<file path="src/rtl/spi_shift_pkg.sv">
package spi_shift_pkg;
    // register offsets; software depends on these
    localparam logic [4:0] OFS_ENABLE = 5'h00;
    localparam logic [4:0] OFS_CLKDIV = 5'h04;
    localparam logic [4:0] OFS_PINCTL = 5'h08;
    localparam logic [4:0] OFS_TXDATA = 5'h10;
    localparam logic [4:0] OFS_SHIFT  = 5'h14;
    localparam logic [4:0] OFS_RXDATA = 5'h18;

    // command word field positions
    localparam int CMD_GO     = 31;
    localparam int CMD_SEL_LO = 28;
    localparam int CMD_TERM   = 26;

    // pin-control field positions
    localparam int PIN_CS_LO = 16;
    localparam int PIN_SCK   = 8;
    localparam int PIN_MOSI  = 0;

    localparam logic [31:0] PINCTL_RESET = 32'h0007_0000;
endpackage

</file>
<file path="src/rtl/spi_bit_engine.sv">
module spi_bit_engine #(
    parameter int WORD_W = 32,
    parameter int DIV_W  = 6,
    parameter int CNT_W  = $clog2(WORD_W) + 1
) (
    input  logic              clk,
    input  logic              rst_n,
    input  logic              start_i,
    input  logic [CNT_W-1:0]  bits_i,
    input  logic [WORD_W-1:0] tx_i,
    input  logic [DIV_W-1:0]  div_i,
    input  logic              miso_i,
    output logic              busy_o,
    output logic              done_o,
    output logic              sck_o,
    output logic              mosi_o,
    output logic [WORD_W-1:0] rx_o
);
    localparam logic [CNT_W-1:0] FULL = CNT_W'(WORD_W);

    typedef struct packed {
        logic              busy;
        logic              sck;
        logic [DIV_W-1:0]  div;
        logic [DIV_W-1:0]  half;
        logic [CNT_W-1:0]  left;
        logic [WORD_W-1:0] tx;
        logic [WORD_W-1:0] rx;
        logic [WORD_W-1:0] rx_hold;
    } eng_t;

    eng_t q, d;

    always_comb begin
        d      = q;
        done_o = 1'b0;
        if (!q.busy) begin
            if (start_i) begin
                if (bits_i == '0) begin
                    d.rx_hold = '0;
                    done_o    = 1'b1;
                end else begin
                    d.busy = 1'b1;
                    d.sck  = 1'b0;
                    d.div  = div_i;
                    d.half = div_i;
                    d.left = bits_i;
                    // left-justify so the first bit sits in the top position
                    d.tx   = tx_i << (FULL - bits_i);
                    d.rx   = '0;
                end
            end
        end else if (q.half != '0) begin
            d.half = q.half - 1'b1;
        end else begin
            d.half = q.div;
            if (!q.sck) begin
                d.sck = 1'b1;
                d.rx  = {q.rx[WORD_W-2:0], miso_i};
            end else begin
                d.sck = 1'b0;
                if (q.left == CNT_W'(1)) begin
                    d.busy    = 1'b0;
                    d.rx_hold = q.rx;
                    done_o    = 1'b1;
                end else begin
                    d.left = q.left - 1'b1;
                    d.tx   = q.tx << 1;
                end
            end
        end
    end

    always_ff @(posedge clk or negedge rst_n) begin
        if (!rst_n) begin
            q <= '0;
        end else begin
            q <= d;
        end
    end

    assign busy_o = q.busy;
    assign sck_o  = q.sck;
    assign mosi_o = q.tx[WORD_W-1];
    assign rx_o   = q.rx_hold;
endmodule

</file>
<file path="src/rtl/spi_reg_bank.sv">
module spi_reg_bank
    import spi_shift_pkg::*;
#(
    parameter int WORD_W = 32,
    parameter int ADDR_W = 5,
    parameter int DIV_W  = 6,
    parameter int NUM_CS = 3,
    parameter int CNT_W  = $clog2(WORD_W) + 1
) (
    input  logic              clk,
    input  logic              rst_n,
    input  logic              wr_i,
    input  logic [ADDR_W-1:0] addr_i,
    input  logic [WORD_W-1:0] wdata_i,
    output logic [WORD_W-1:0] rdata_o,
    input  logic              busy_i,
    input  logic              done_i,
    input  logic [WORD_W-1:0] rx_i,
    output logic              start_o,
    output logic [CNT_W-1:0]  bits_o,
    output logic [WORD_W-1:0] tx_o,
    output logic [DIV_W-1:0]  div_o,
    output logic [NUM_CS-1:0] held_o,
    output logic [WORD_W-1:0] pin_o
);
    localparam logic [CNT_W-1:0] FULL = CNT_W'(WORD_W);

    typedef struct packed {
        logic              en;
        logic [DIV_W-1:0]  div;
        logic [WORD_W-1:0] pin;
        logic [WORD_W-1:0] tx;
        logic [WORD_W-1:0] cmd;
        logic [NUM_CS-1:0] held;
    } regs_t;

    regs_t q, d;
    logic  hit_shift;
    logic  term;

    always_comb begin
        d         = q;
        hit_shift = wr_i && (addr_i == ADDR_W'(OFS_SHIFT));
        start_o   = hit_shift && wdata_i[CMD_GO] && q.en && !busy_i;
        bits_o    = (wdata_i[CNT_W-1:0] > FULL) ? FULL : wdata_i[CNT_W-1:0];
        term      = start_o ? wdata_i[CMD_TERM] : q.cmd[CMD_TERM];

        if (wr_i) begin
            case (addr_i)
                ADDR_W'(OFS_ENABLE): d.en  = wdata_i[0];
                ADDR_W'(OFS_CLKDIV): d.div = wdata_i[DIV_W-1:0];
                ADDR_W'(OFS_PINCTL): d.pin = wdata_i;
                ADDR_W'(OFS_TXDATA): d.tx  = wdata_i;
                default: ;
            endcase
        end
        if (start_o) begin
            d.cmd         = wdata_i;
            d.cmd[CMD_GO] = 1'b0;
            d.held        = wdata_i[CMD_SEL_LO +: NUM_CS];
        end
        if (done_i && term) begin
            d.held = '0;
        end

        case (addr_i)
            ADDR_W'(OFS_ENABLE): rdata_o = {{(WORD_W-1){1'b0}}, q.en};
            ADDR_W'(OFS_CLKDIV): rdata_o = {{(WORD_W-DIV_W){1'b0}}, q.div};
            ADDR_W'(OFS_PINCTL): rdata_o = q.pin;
            ADDR_W'(OFS_TXDATA): rdata_o = q.tx;
            ADDR_W'(OFS_SHIFT):  rdata_o = {busy_i, q.cmd[WORD_W-2:0]};
            ADDR_W'(OFS_RXDATA): rdata_o = rx_i;
            default:             rdata_o = '0;
        endcase
    end

    always_ff @(posedge clk or negedge rst_n) begin
        if (!rst_n) begin
            q     <= '0;
            q.pin <= WORD_W'(PINCTL_RESET);
        end else begin
            q <= d;
        end
    end

    assign tx_o   = q.tx;
    assign div_o  = q.div;
    assign held_o = q.held;
    assign pin_o  = q.pin;
endmodule

</file>
<file path="src/rtl/spi_pin_drive.sv">
module spi_pin_drive
    import spi_shift_pkg::*;
#(
    parameter int WORD_W = 32,
    parameter int NUM_CS = 3
) (
    input  logic              busy_i,
    input  logic              eng_sck_i,
    input  logic              eng_mosi_i,
    input  logic [NUM_CS-1:0] held_i,
    input  logic [WORD_W-1:0] pin_i,
    output logic              sck_o,
    output logic              mosi_o,
    output logic [NUM_CS-1:0] cs_n_o
);
    for (genvar g = 0; g < NUM_CS; g++) begin : g_cs
        assign cs_n_o[g] = held_i[g] ? 1'b0 : pin_i[PIN_CS_LO + g];
    end

    always_comb begin
        if (busy_i) begin
            sck_o  = eng_sck_i;
            mosi_o = eng_mosi_i;
        end else begin
            sck_o  = (|held_i) ? 1'b0 : pin_i[PIN_SCK];
            mosi_o = pin_i[PIN_MOSI];
        end
    end
endmodule

</file>
<file path="src/rtl/spi_shift_ctrl.sv">
module spi_shift_ctrl #(
    parameter int WORD_W = 32,
    parameter int ADDR_W = 5,
    parameter int DIV_W  = 6,
    parameter int NUM_CS = 3
) (
    input  logic              clk,
    input  logic              rst_n,
    input  logic              bus_wr,
    input  logic [ADDR_W-1:0] bus_addr,
    input  logic [WORD_W-1:0] bus_wdata,
    output logic [WORD_W-1:0] bus_rdata,
    output logic              spi_sck,
    output logic              spi_mosi,
    input  logic              spi_miso,
    output logic [NUM_CS-1:0] spi_cs_n
);
    localparam int CNT_W = $clog2(WORD_W) + 1;

    logic              eng_start;
    logic [CNT_W-1:0]  eng_bits;
    logic [WORD_W-1:0] eng_tx;
    logic [DIV_W-1:0]  eng_div;
    logic              eng_busy;
    logic              eng_done;
    logic              eng_sck;
    logic              eng_mosi;
    logic [WORD_W-1:0] eng_rx;
    logic [NUM_CS-1:0] cs_held;
    logic [WORD_W-1:0] pin_ctl;

    spi_reg_bank #(
        .WORD_W(WORD_W), .ADDR_W(ADDR_W), .DIV_W(DIV_W),
        .NUM_CS(NUM_CS), .CNT_W(CNT_W)
    ) u_regs (
        .clk(clk), .rst_n(rst_n),
        .wr_i(bus_wr), .addr_i(bus_addr), .wdata_i(bus_wdata), .rdata_o(bus_rdata),
        .busy_i(eng_busy), .done_i(eng_done), .rx_i(eng_rx),
        .start_o(eng_start), .bits_o(eng_bits), .tx_o(eng_tx), .div_o(eng_div),
        .held_o(cs_held), .pin_o(pin_ctl)
    );

    spi_bit_engine #(
        .WORD_W(WORD_W), .DIV_W(DIV_W), .CNT_W(CNT_W)
    ) u_engine (
        .clk(clk), .rst_n(rst_n),
        .start_i(eng_start), .bits_i(eng_bits), .tx_i(eng_tx), .div_i(eng_div),
        .miso_i(spi_miso),
        .busy_o(eng_busy), .done_o(eng_done), .sck_o(eng_sck), .mosi_o(eng_mosi),
        .rx_o(eng_rx)
    );

    spi_pin_drive #(
        .WORD_W(WORD_W), .NUM_CS(NUM_CS)
    ) u_pins (
        .busy_i(eng_busy), .eng_sck_i(eng_sck), .eng_mosi_i(eng_mosi),
        .held_i(cs_held), .pin_i(pin_ctl),
        .sck_o(spi_sck), .mosi_o(spi_mosi), .cs_n_o(spi_cs_n)
    );
endmodule

</file>
<file path="config.mk">
export PLATFORM = sky130hd
export DESIGN_NAME = spi_shift_ctrl
export DESIGN_NICKNAME = d
export VERILOG_FILES = /design/src/rtl/spi_shift_pkg.sv /design/src/rtl/spi_bit_engine.sv /design/src/rtl/spi_reg_bank.sv /design/src/rtl/spi_pin_drive.sv /design/src/rtl/spi_shift_ctrl.sv
export SDC_FILE = /design/constraint.sdc
export NUM_CORES = 1
export LEC_CHECK = 0
export ABC_AREA = 1
export CORE_MARGIN = 2
export CORE_UTILIZATION = 64
export DETAILED_ROUTE_END_ITERATION = 7
export DONT_BUFFER_PORTS = 1
export PLACE_DENSITY = 0.8
export SLEW_MARGIN = 0
export SYNTH_ARGS = -nofsm -noshare
export SYNTH_HDL_FRONTEND = slang
export SYNTH_SLANG_ARGS = --single-unit
</file>
<file path="constraint.sdc">
create_clock -name clk -period 2 [get_ports clk]
set_input_delay 0.3 -clock clk [delete_from_list [all_inputs] [get_ports clk]]
set_output_delay 0.3 -clock clk [all_outputs]
set_load 0.01 [all_outputs]
</file>
==> results of run 1 <==
[sequential cells by signal, summed over array words and instances (netlist names)]
register         cells
u_regs.pin_o        32
u_regs.held_o        3
u_engine.q          81
u_regs.div_o         6
u_regs.tx_o         32
u_engine.busy_o      1
u_regs.q            32
u_engine.mosi_o      1
u_engine.sck_o       1
u_engine.rx_o       32
[timing repair]
action,4_1_cts,5_1_grt
endpoints found under the setup margin,3,44
resized for setup,5,10
endpoints found under the hold margin,293,221
setup buffers,0,2
pin swaps,0,1
[worst register-to-register path, cell delays in order (launching register included)]
cell,delay (ns)
dfrtp_1,0.38
inv_1,0.07
ha_1,0.17
nand4_1,0.12
nand2_1,0.09
nand2_1,0.16
inv_2,0.05
nand2_2,0.08
inv_2,0.11
buf_12,0.17
or2_2,0.27
a21boi_1,0.13
[worst max-delay path by stage]
stage,startpoint,endpoint,depth (start not counted)
after detailed placement,bus_wdata[3],u_engine.q[81],12
after floorplan,bus_wdata[0],u_engine.mosi_o,18
after global routing,u_engine.busy_o,spi_sck,4
final,u_engine.busy_o,spi_sck,4
after global placement,bus_wdata[3],u_engine.q[87],13
after CTS,u_engine.busy_o,spi_sck,4
[metal layers]
metal  track usage  wire, µm
met1         0.489     13700
met2         0.581     16300
met3        0.0632      2940
met4         0.118      1130
met5             0         0
[cell usage in the layout (no fill, tap or decap), types with 2 or more instances in the layout]
master / synthesis / routed
o21ai_0: 186 / 145
buf_12: 0 / 17
nand4_1: 21 / 21
dfstp_2: 3 / 3
nand3_1: 212 / 188
a22oi_1: 2 / 2
nor2_1: 30 / 24
nand2_4: 2 / 3
nor2_4: 2 / 3
a221oi_1: 6 / 5
buf_4: 6 / 80
nand3_4: 1 / 3
bufinv_16: 0 / 2
clkinv_2: 0 / 2
xor2_1: 3 / 3
dlygate4sd3_1: 0 / 27
clkbuf_8: 0 / 8
dfrtp_1: 218 / 217
ha_1: 5 / 4
nand3b_1: 3 / 3
nor3_1: 3 / 3
or2_2: 17 / 17
o21ai_1: 1 / 41
inv_4: 1 / 2
o2111ai_1: 21 / 21
nand3_2: 9 / 31
clkbuf_1: 69 / 4
inv_2: 6 / 6
o22ai_1: 6 / 6
clkbuf_16: 0 / 24
inv_1: 105 / 103
nand2_1: 484 / 478
a21oi_1: 43 / 43
o22a_1: 2 / 2
buf_6: 4 / 2
nand2_2: 3 / 8
a21boi_1: 6 / 6
nor2_2: 1 / 6
a2bb2oi_1: 11 / 11
[area by class of cell]
| type | count | area (µm²) |
|---|---|---|
| clock buffers | 36 | 726 |
| clock inverters | 7 | 116 |
| fillers | 1175 | 4070 |
| inverters | 113 | 434 |
| multi-input cells | 1086 | 5440 |
| flip-flops and latches | 221 | 5540 |
| well taps | 229 | 287 |
| repair buffers | 126 | 1230 |
[power breakdown]
| part | leakage (nW) | total (mW) | switching (mW) | internal [mW] |
|---|---|---|---|---|
| Combinational | 3.28 | 1.53 | 0.986 | 0.543 |
| Clock | 0.410 | 4.63 | 1.85 | 2.78 |
| Sequential | 2.92 | 4.96 | 0.217 | 4.75 |
| Total | 6.61 | 11.1 | 3.06 | 8.07 |
[kinds of logic after synthesis]
logic type | Yosys count | synth area share
and+or+nand+nor | 789 | 0.299
AOI/OAI and AO/OA | 287 | 0.140
DFF | 221 | 0.477
buffers and inverters | 206 | 0.0728
xor gates and xnor gates | 5 | 0.00540
adders and majority gates | 5 | 0.00540
==> metrics.cfg, run 1 <==
[status]
status = complete, but fails checks
violations = negative hold slack, negative setup slack

[synth]
seq_area_frac_synth = 0.477
synth_top_area_frac = 0.471
synth-edff-count = 0
yosys.area.top_type = dfrtp_1
ys_warn_count = 0
synth-seq-cells = 221
synth.distinct_cells = 42
syn_area_per_cell_um2 = 7.66
yosys-top-cells-count = 484 x nand2_1, 218 x dfrtp_1, 212 x nand3_1, 186 x o21ai_0, 105 x inv_1
synthArstFlopShare = 1.00
yosysMostFrequentCell = nand2_1
ys.flop_type = dfrtp_1
syn_inst = 1513
synth_nets = 1559
synth_area_um2 = 11600
synth.area.top_cells = dfrtp_1 47%, nand2_1 16%, nand3_1 9.2%

[route]
wl_um = 34000
antenna_left = 0
drt_first_pass_iters = 6
vias = 11200
drc = 0
routed_via_density = 6.17
drt_iter0_drc = 1287
post_drt_wl_per_cell_um = 18.7

[clocking]
cts-root-buf = clkbuf_16
clock_path_buffers = 3
clkTransAtPathRegs_ns = 0.06
cts_buffers = 24
cts_tree = done
numClockSinks = 221
htree_levels = 1
cts_hold_buf = 27
clk_latency_ns = 0.54

[sta]
setup_ws_ns = -0.0567
whs_ns = -0.540
finalHoldViolations = 221
relSlewSlack = 0.683
fmax_mhz = 486
setup_viol = 2
maxSlewViolCount = 0
setup_tns_ns = -0.0664
skew_ns = 0.0125
period_minus_slack_ns = 2.06
worstMarginPinSlew_ns = 0.475
finalCritPeriodShare = 1.03
rsz0062_at_grt = true

[placement]
postPlaceCellArea_um2 = 12600
port_buffers = 0
dp_hpwl_um = 22300
place_congestion = 1.00
dpl_worst_slack_ns = -0.160
placedCellCount = 1746

[power_and_ir_drop]
p_leak_nw = 6.61
vdd_ir_drop_max_mv = 0.838
powerDensity_nw_per_um2 = 808
total_power_mw = 11.1

[layout]
fin_nets = 1618
fin_cells = 1818
fin_util = 0.772
final_area_um2 = 13800
area_delta_synth_final_pct = 18.8
n_antenna_cell = 0
drive_gt1_frac = 0.144

[floorplanning]
die-area_um2 = 19200
start_util = 0.650
die_width_um = 139
rows = 49
coreArea_um2 = 17800
io_pins = 78
die_y_um = 139

[critical_path]
rr_worst_depth = 11
cp_max_fo = 6
cp_num_buf_inv = 2
endpoint_kind = output pin
r2r-end = u_engine.q[81]
crit-reg2reg-launch = u_engine.q[103]
crit_slowest_cell = dfrtp_2
critPathLaunchType = register
worstSetupPathType = reg -> out
r2r_setup_slack_ns = 0.09
cp.required_ns = 1.70
cp.arrival_ns = 1.76
max_stage_delay_ns = 0.48
crit_chain = inv_4 > nand2_4 > o41ai_4 > buf_4
crit_family = flip-flops

[global_routing]
grt_overflow = 0
grt_max_degree = 222
antenna_found_initial = 0
grtUsageTotal = 0.356
grt_pass1_wl_um = 55500
grt_pass1_vias = 10600

[worst_hold_path]
hp-class = in -> async

[job]
cap_violations = 0

Note: power is estimated with default switching activity, not from simulation.
==> run 2, diff against run 1 <==
--- a/config.mk
+++ b/config.mk
@@ -6,10 +6,13 @@
 export NUM_CORES = 1
 export LEC_CHECK = 0
 export ABC_AREA = 1
+export BUFFER_PORTS_ARGS = -buffer_cell sky130_fd_sc_hd__buf_4
+export CELL_PAD_IN_SITES_DETAIL_PLACEMENT = 2
+export CELL_PAD_IN_SITES_GLOBAL_PLACEMENT = 2
 export CORE_MARGIN = 2
-export CORE_UTILIZATION = 64
+export CORE_UTILIZATION = 36
+export CTS_CLUSTER_SIZE = 8
 export DETAILED_ROUTE_END_ITERATION = 7
-export DONT_BUFFER_PORTS = 1
 export PLACE_DENSITY = 0.8
 export SLEW_MARGIN = 0
 export SYNTH_ARGS = -nofsm -noshare
==> run 2 against run 1 <==
Effect of this change: the flow finishes with violations (negative setup slack); power is 8.9% higher; critical path depth rose by 6; final area is 13% higher; first-iteration DRC count fell by 29%; routed wire length increased by 72%; register-to-register slack worse by 0.19 ns; hold slack gained 0.55 ns; flip-flop and latch count unchanged; clock power rose by 7.8%; via count rose by 12%; highest routed layer unchanged.
==> metrics.cfg, run 2 (same netlist as run 1, synthesis figures left out) <==
[critical_path]
crit_start = u_engine.q[102]
r2r-end = u_engine.q[53]
crit_slowest_cell = dfrtp_1
critPathCapture = u_engine.q[53]
cp.required_ns = 2.49
max_stage_delay_ns = 0.37
r2r_setup_slack_ns = -0.10
cp_num_buf_inv = 4
crit_chain = inv_1 > ha_1 > nand4_1 > nand2_2 > buf_4 > buf_4 > nand3_2 > buf_12 > nand2_1 > o21ai_1
cp.arrival_ns = 2.59
endpoint_kind = register
crit_family = buffers and inverters
worstSetupPathType = reg -> reg
rr_worst_depth = 10
critPathLaunchType = register
cp_max_fo = 64
crit-reg2reg-launch = u_engine.q[102]
cp.depth = 10
cpMostUsedCell = buf_4

[layout]
top_register = u_engine.q
n_antenna_cell = 0
layout_common_cells = 435 x nand2_1, 217 x dfrtp_1, 172 x nand3_1
layout_commonest_cell = nand2_1
fin_util = 0.493
fin_nets = 1716
area_delta_synth_final_pct = 34.7
drive_gt1_frac = 0.265
final_area_um2 = 15600
largest_reg_flops = 81
fill_cells = 3415

[clocking]
cts-root-buf = clkbuf_16
clk_latency_ns = 0.59
clock_path_buffers = 3
cts_tree = done
numClockSinks = 221
clkTransAtPathRegs_ns = 0.06
htree_levels = 1
cts_buffers = 31

[sta]
setup_tns_ns = -1.59
skew_ns = 0.0225
fmax_mhz = 475
finalCritPeriodShare = 1.05
finalHoldViolations = 0
period_minus_slack_ns = 2.10
maxSlewViolCount = 0
rsz0062_at_grt = true
worstMarginPinSlew_ns = 0.528
setup_ws_ns = -0.105
relSlewSlack = 0.648
setup_viol = 56

[floorplanning]
die_width_um = 183
die-area_um2 = 33600
coreArea_um2 = 31600
die_y_um = 183
rows = 65
start_util = 0.366
io_pins = 78

[power_and_ir_drop]
total_power_mw = 12.1
vdd_ir_drop_max_mv = 0.570
p_leak_nw = 7.49
powerDensity_nw_per_um2 = 776

[route]
antenna_left = 0
routed_via_density = 6.03
wl_um = 58500
post_drt_wl_per_cell_um = 28.1
vias = 12500
drc = 0
drt_first_pass_iters = 5
drt_iter0_drc = 914

[global_routing]
grt_overflow = 0
grtUsageTotal = 0.309
antenna_found_initial = 0
grt_max_degree = 65
grt_pass1_wl_um = 80700
grt_pass1_vias = 13500

[job]
cap_violations = 0

[placement]
port_buffers = 77
place_congestion = 0.893
dp_hpwl_um = 31900
postPlaceCellArea_um2 = 13400

[worst_hold_path]
hp-class = in -> reg
hold_depth = 3
hold_start = bus_wdata[16]

[status]
status = complete, but fails checks
violations = negative setup slack

[run 2: cell types whose count changed in the layout (fill, tap and decap cells not counted), sizes merged]
cell | before | now
bufinv | 2 | 0
clkinvlp | 1 | 2
clkbuf | 36 | 48
dlygate4sd3 | 27 | 4
buf | 99 | 207
clkinv | 5 | 0
[run 2: layout make-up]
type / count / area [µm²] / area share
clock buffer: 42 / 827 / 0.0530
clock inverter: 1 / 20.0 / 0.00128
inverter: 113 / 444 / 0.0285
multi-input combinational: 1086 / 6040 / 0.387
sequential: 221 / 5540 / 0.355
tap: 402 / 503 / 0.0322
timing repair buffer: 217 / 2240 / 0.143
[run 2: metal layers]
metal  vias to the layer above  wire length, µm  GRT usage
met2                       523            29300      0.539
met1                      6506            23100      0.385
met4                         0             3090      0.125
li1                       5340                -          -
met3                       180             2950     0.0446
met5                         -                0          0
[run 2: timing repair]
item                       in CTS  in global routing
gates resized for setup        87                101
hold endpoints to repair       46                  0
cloned                          4                  8
buffers inserted               11                 15
hold buffers                    4                  0
setup endpoints to repair      50                100
pin swaps                      22                 32
[run 2: power by group]
| group | internal, mW | leakage (nW) | switching [mW] | total [mW] |
|---|---|---|---|---|
| sequential | 4.75 | 2.92 | 0.290 | 5.04 |
| clock | 2.83 | 0.411 | 2.16 | 4.99 |
| combinational | 0.661 | 4.16 | 1.43 | 2.09 |
| total | 8.24 | 7.49 | 3.88 | 12.1 |
[run 2: worst min-delay path by stage]
stage / to
floorplan: u_engine.busy_o
global placement: u_engine.q[110]
detailed placement: u_engine.q[110]
CTS: u_regs.q[33]
global route: u_regs.q[18]
finish: u_regs.pin_o[16]
[run 2: worst register-to-register path: stages (launching register included)]
cell	delay, ns
dfrtp_1	0.37
inv_1	0.08
ha_1	0.20
nand4_1	0.15
nand2_2	0.12
buf_4	0.15
buf_4	0.17
nand3_2	0.11
buf_12	0.27
nand2_1	0.23
o21ai_1	0.18
[run 2: per-stage QoR]
step	instances	setup WS (ns)	hold WS, ns
floorplan	1513	-0.155	0.00441
global placement	1998	-0.348	0.236
detailed placement	1998	-0.403	0.235
CTS	2060	-0.0753	0.0104
global route	2082	-0.159	0.0263
finish	2082	-0.105	0.0130
